**src/rtl/scl_hold_watchdog.sv**
```systemverilog
module scl_hold_watchdog #(
  parameter int CLK_HZ      = 50_000_000,
  parameter int TIMEOUT_MS  = 50,
  parameter bit EN_POL_HIGH = 1'b1
) (
  input  logic clk,
  input  logic rst_n,
  input  logic scl_in,
  input  logic sda_in,
  input  logic ctl_wr,
  input  logic ctl_wdata,
  input  logic irq_mask,
  input  logic stat_clr,
  output logic stat_flag,
  output logic irq,
  output logic abort_pulse
);

  localparam int LIMIT = (CLK_HZ / 1000) * TIMEOUT_MS;
  localparam int CW = $clog2(LIMIT + 1);
  localparam logic CTL_RST = EN_POL_HIGH ? 1'b0 : 1'b1;
  localparam logic [CW-1:0] LAST = CW'(LIMIT - 1);

  logic [1:0]    scl_sy;
  logic [2:0]    sda_sy;
  logic          ctl_bit;
  logic          busy;
  logic [CW-1:0] cnt;

  wire scl_h   = scl_sy[1];
  wire start   = scl_h & sda_sy[2] & ~sda_sy[1];
  wire stop    = scl_h & ~sda_sy[2] & sda_sy[1];
  wire armed   = EN_POL_HIGH ? ctl_bit : ~ctl_bit;
  wire counting = armed & busy & scl_h & ~start & ~stop;
  wire hit     = counting & (cnt == LAST);

  always_ff @(posedge clk or negedge rst_n) begin
    if (!rst_n) begin
      scl_sy <= 2'b11;
      sda_sy <= 3'b111;
    end else begin
      scl_sy <= {scl_sy[0], scl_in};
      sda_sy <= {sda_sy[1:0], sda_in};
    end
  end

  always_ff @(posedge clk or negedge rst_n) begin
    if (!rst_n)      ctl_bit <= CTL_RST;
    else if (ctl_wr) ctl_bit <= ctl_wdata;
  end

  always_ff @(posedge clk or negedge rst_n) begin
    if (!rst_n)                busy <= 1'b0;
    else if (start)            busy <= 1'b1;
    else if (stop || hit)      busy <= 1'b0;
  end

  always_ff @(posedge clk or negedge rst_n) begin
    if (!rst_n)                cnt <= '0;
    else if (!counting || hit) cnt <= '0;
    else                       cnt <= cnt + 1'b1;
  end

  always_ff @(posedge clk or negedge rst_n) begin
    if (!rst_n) begin
      abort_pulse <= 1'b0;
      stat_flag   <= 1'b0;
    end else begin
      abort_pulse <= hit;
      stat_flag   <= hit | (stat_flag & ~stat_clr);
    end
  end

  assign irq = stat_flag & ~irq_mask;

  a_r6_abort_single: assert property (@(posedge clk) disable iff (!rst_n)
    abort_pulse |=> !abort_pulse);
  a_r6_message_ended: assert property (@(posedge clk) disable iff (!rst_n)
    abort_pulse |-> !busy);
  a_r7_flag_with_abort: assert property (@(posedge clk) disable iff (!rst_n)
    abort_pulse |-> stat_flag);
  a_r7_sticky: assert property (@(posedge clk) disable iff (!rst_n)
    (stat_flag && !stat_clr) |=> stat_flag);
  a_r2_idle_quiet: assert property (@(posedge clk) disable iff (!rst_n)
    !busy |=> !abort_pulse);
  a_r9_unarmed_quiet: assert property (@(posedge clk) disable iff (!rst_n)
    !armed |=> (!abort_pulse && cnt == '0));
  a_r3_count_bound: assert property (@(posedge clk) disable iff (!rst_n)
    cnt <= LAST);

endmodule

```
**config.mk**
```make
export PLATFORM = sky130hd
export DESIGN_NAME = scl_hold_watchdog
export DESIGN_NICKNAME = d
export VERILOG_FILES = /design/src/rtl/scl_hold_watchdog.sv
export SDC_FILE = /design/constraint.sdc
export NUM_CORES = 1
export LEC_CHECK = 0
export BUFFER_PORTS_ARGS = -buffer_cell sky130_fd_sc_hd__buf_2
export CORE_UTILIZATION = 45
export CTS_CLUSTER_SIZE = 24
export DETAILED_ROUTE_END_ITERATION = 8
export GPL_TIMING_DRIVEN = 0
export PLACE_DENSITY = 0.72
export RECOVER_POWER = 50
export SETUP_SLACK_MARGIN = 0.3
export SKIP_CTS_REPAIR_TIMING = 1
export SYNTH_ARGS = -nofsm -noshare
export SYNTH_HDL_FRONTEND = slang
export SYNTH_SLANG_ARGS = --single-unit
export TNS_END_PERCENT = 30
```
**constraint.sdc**
```tcl
create_clock -name clk -period 4.2 [get_ports clk]
set_input_delay 0.84 -clock clk [delete_from_list [all_inputs] [get_ports clk]]
set_output_delay 0.84 -clock clk [all_outputs]
set_load 0.02 [all_outputs]
```
Word level (Yosys, flattened, before mapping)
Index checks and enable logic that the tools add are counted.
{"block": "classes", "muxes": 3, "n_eq_ne": 1, "n_bitwise": 18, "add_sub_neg": 1, "reduce_logical": 4}
{"cell": "$add 22x1->22 const B", "n": 1}
{"cell": "$eq 22x22->1 const B", "n": 1}
{"cell": "$mux 22", "n": 1}
{"cell": "$and 1x1->1", "n": 11}
{"cell": "$not 1->1", "n": 6}
{"cell": "$logic_or 1x1->1", "n": 2}
{"cell": "$mux 1", "n": 2}
{"cell": "$reduce_bool 2->1", "n": 1}
{"cell": "$logic_not 1->1", "n": 1}
{"cell": "$or 1x1->1", "n": 1}
{"block": "totals", "input_bits": 8, "wordCells": 34, "output_inout_bits": 3, "ff_bits": 31}

Depth between registers and ports, before layout
{"block": "logic_depth", "depth_word": 9, "depth_mapped": 6}

Worst setup path after synthesis
Ideal clock, no wire load.
{"block": "synth_path", "path_type": "input -> output", "startpoint": "input irq_mask", "endpoint": "output irq", "arrival_ps": 1120, "t_required_ps": 3360, "slack_ps": 2240, "path_stages": 1, "cell_sequence": "nor2_1"}
{"block": "synth_via", "elab_chain_len": 2}
{"element": "from (decl)", "line_no": "12", "source": "input logic irq_mask,"}
{"element": "$not 1->1", "line_no": "74", "source": "assign irq = stat_flag & ~irq_mask;"}
{"element": "$and 1x1->1", "line_no": "74"}
{"element": "to (decl)", "line_no": "15", "source": "output logic irq,"}
Every way passes these cells.

Final worst setup path
{"block": "layout_path", "startpoint": "register cnt[0]", "endpoint": "register cnt[18]"}
{"block": "layout_via", "elab_chain_len": 4, "elab_cells_between_ends": 5}
{"element": "from (decl)", "line_no": "28", "source": "logic [CW-1:0] cnt;"}
{"element": "from (signal assigned)", "line_no": "61", "source": "else cnt <= cnt + 1'b1;"}
{"element": "parallel branches: the longest is 3 deep, another holds $add 22x1->22"}
{"element": "$mux 22 *", "line_no": "60", "source": "else if (!counting || hit) cnt <= '0;"}
Every way passes the cells marked *.
A chain may end at the register's enable or synchronous reset.

==> results_dict.tcl <==
set metrics [dict create \
    viasPerCell 5.28 \
    drt_iter0_markers 13 \
    ys_ff_latch 31 \
    crit_path_start_kind "register" \
    path_buf_inv 1 \
    crit_path_start "cnt[0]" \
    grt.total_usage 0.173 \
    place.detailed.hpwl_mm 1.85 \
    dr.pass1.iters 4 \
    die_h_um 58.2 \
    fin_crit_sh 0.507 \
    multiInputGateArea_um2 591 \
    hp-class "reg -> reg" \
    power_w 0.000504 \
    synth_cell_types 27 \
    fin_tns_setup_ps 0 \
    crit_chain "ha_1, nand4_2, or4_1, buf_2, or3_1, a21oi_1" \
    numCtsBuffers 5 \
    crit_path_max_incr_delay_ps 530 \
    synth.largest_area_cell "dfrtp_1" \
    r2r-start "cnt[0]" \
    tightestPinTransition_ps 1590 \
    antenna_cells 0 \
    cts_root_buffer "clkbuf_4" \
    synth_cells 142 \
    cpLargestDelayFamily "simple AND/OR/NAND/NOR gates" \
    synthDominantCellAreaShare 0.457 \
    cp-end-kind "register" \
    synth_nets 151 \
    max_freq_ghz 0.469 \
    vias 1077 \
    ys_seq_area_frac 0.550 \
    cp_max_fo 8 \
    cp.arrival_ps 2380 \
    die_area_mm2 0.00339 \
    gr-total-overflow 0 \
    syn_to_final_growth_pct 11.5 \
    dieWidth_um 58.2 \
    critPathSlowestCell "or4_1" \
    port_buffers 10 \
    fillers 283 \
    cts_sinks 31 \
    routed_wl_mm 2.54 \
    rsz0062_at_grt "false" \
    reg2reg_depth 6 \
    ant_nets 0 \
    hold_viol 0 \
    maxCapViolCount 1 \
    grt_pass1_vias 1039 \
    cp_data_required_time_ps 4450 \
    avgSynthCellArea_um2 10.0 \
    grt_pass1_wl_mm 4.35 \
    synth_area_mm2 0.00142 \
    setup_viol 0 \
    wl_per_cell_um 12.4 \
    status "complete, but fails checks" \
    path_class "reg -> reg" \
    violations "capacitance limit, slew limit" \
    clockBufferDepth 2 \
    ys_warn_count 0 \
    seq_area_um2 782 \
    relSlewSlack -0.0585 \
    path_clk_slew_ps 100 \
    power_density_mw_per_mm2 318 \
    grt_max_degree 32 \
    nets 168 \
    coreArea_mm2 0.00303 \
    antenna_found_initial 0 \
    p_leak_nw 0.606 \
    clk_latency_ps 320 \
    start_util 0.470 \
    drive_above_1_share 0.163 \
    period_needed_ps 2130 \
    cts_htree_levels 2 \
    gp_congestion 0.755 \
    hp-start "scl_sy[0]" \
    r2r_slack_ps 2070 \
    fin_skew_ps 8.82 \
    slew_viol_final 32 \
    r2r_end "cnt[18]" \
    holdPathStages 0 \
    drc 0 \
    io_pins 11 \
    whs_endpoint "scl_sy[1]" \
    tritoncts "done" \
    std_cell_rows 20 \
    synth.area.top_cells "dfrtp_1 46%, dfstp_2 9.2%, xnor2_1 6.2%, nor2_1 4.5%, nand4_1 4.0%" \
    ir_drop_v 0.000180 \
]
-- final cells by class --
type	instances	area share
flip-flops and latches	31	0.493
multi-input cells	99	0.372
clock buffers	7	0.0347
well taps	44	0.0347
repair buffers	10	0.0308
inverters	8	0.0189
plain buffers	4	0.0126
clock inverters	1	0.00315
-- synthesized netlist by cell type --
library cell,n
xor2_1,3
o31ai_1,2
buf_2,4
a21oi_1,8
dfrtp_1,26
and3_1,1
a31oi_1,1
nand2_1,6
nor4_1,1
nor2_1,17
nor2b_1,2
xnor2_1,10
nand4_1,9
inv_1,8
nor3_1,5
nand3_1,5
and4_1,3
o22ai_1,1
dfstp_2,5
nor4b_1,1
o21ai_0,9
nand4_2,1
o21ai_1,1
or4_1,5
ha_1,1
or3_1,6
or2_2,1
-- flip-flops by register name, indices dropped and copies added (netlist names) --
register     cells
sda_sy           3
scl_sy           2
stat_flag        1
cnt             22
busy             1
armed            1
abort_pulse      1
-- logic make-up after synthesis --
logic type      count (synthesis)  synth area share
compound gates                 22            0.0827
fa+ha+maj                       1           0.00879
flops                          31             0.550
xor+xnor                       13            0.0800
simple gates                   63             0.244
buf+inv                        12            0.0352
-- through the flow --
stage / worst slack (ps) / area, µm² / util / instances / hold WS, ps
floorplan: 2240 / 1420 / - / 142 / 345
global placement: 2130 / 1530 / 0.505 / 196 / 349
detailed placement: 2100 / 1530 / 0.505 / 196 / 348
CTS: 2060 / 1590 / 0.524 / 204 / 363
global route: 1940 / 1590 / 0.524 / 204 / 370
finish: 2070 / 1590 / 0.524 / 204 / 363
-- cells in the final DEF, fill, tap and decap left out --
cell type,count
dfstp_2,4
o31ai_1,2
clkbuf_8,1
nand4_1,9
nor4b_1,1
a31oi_1,1
o22ai_1,1
clkinv_2,1
o21ai_1,1
or2_2,1
nand4_2,1
a21oi_1,8
nand3_1,5
o21ai_0,9
nor2_1,17
nand2_1,6
xnor2_1,10
dfrtp_1,26
and3_1,1
ha_1,1
or3_1,6
xor2_1,3
clkbuf_1,2
and4_1,3
nor4_1,1
or4_1,5
buf_2,13
inv_1,8
nor3_1,5
nor2b_1,2
clkbuf_4,5
dfstp_1,1
-- how the worst max path moves through the flow --
stage / slack (ps) / cells after the start / end
after detailed placement: 2100 / 6 / cnt[18]
final: 2070 / 6 / cnt[18]
after CTS: 2060 / 6 / cnt[18]
after global routing: 1940 / 6 / cnt[16]
after floorplan: 2240 / 1 / irq
after global placement: 2130 / 6 / cnt[18]
-- metal layers --
metal  global-route usage  share of wire  up-vias  wire, µm
li1                     -              -      536         -
met1                0.205           0.44      517      1130
met2                0.297           0.50       19      1270
met3               0.0424          0.038        5        97
met4               0.0748          0.018        0        46
met5                    0              0        -         0
-- power breakdown --
part	internal (W)	switching [W]	total [W]
Sequential	0.000305	0.00000401	0.000309
Combinational	0.00000619	0.0000128	0.0000190
Clock	0.0000810	0.0000947	0.000176
Total	0.000392	0.000112	0.000504
Note: power is estimated with default switching activity, not from simulation.
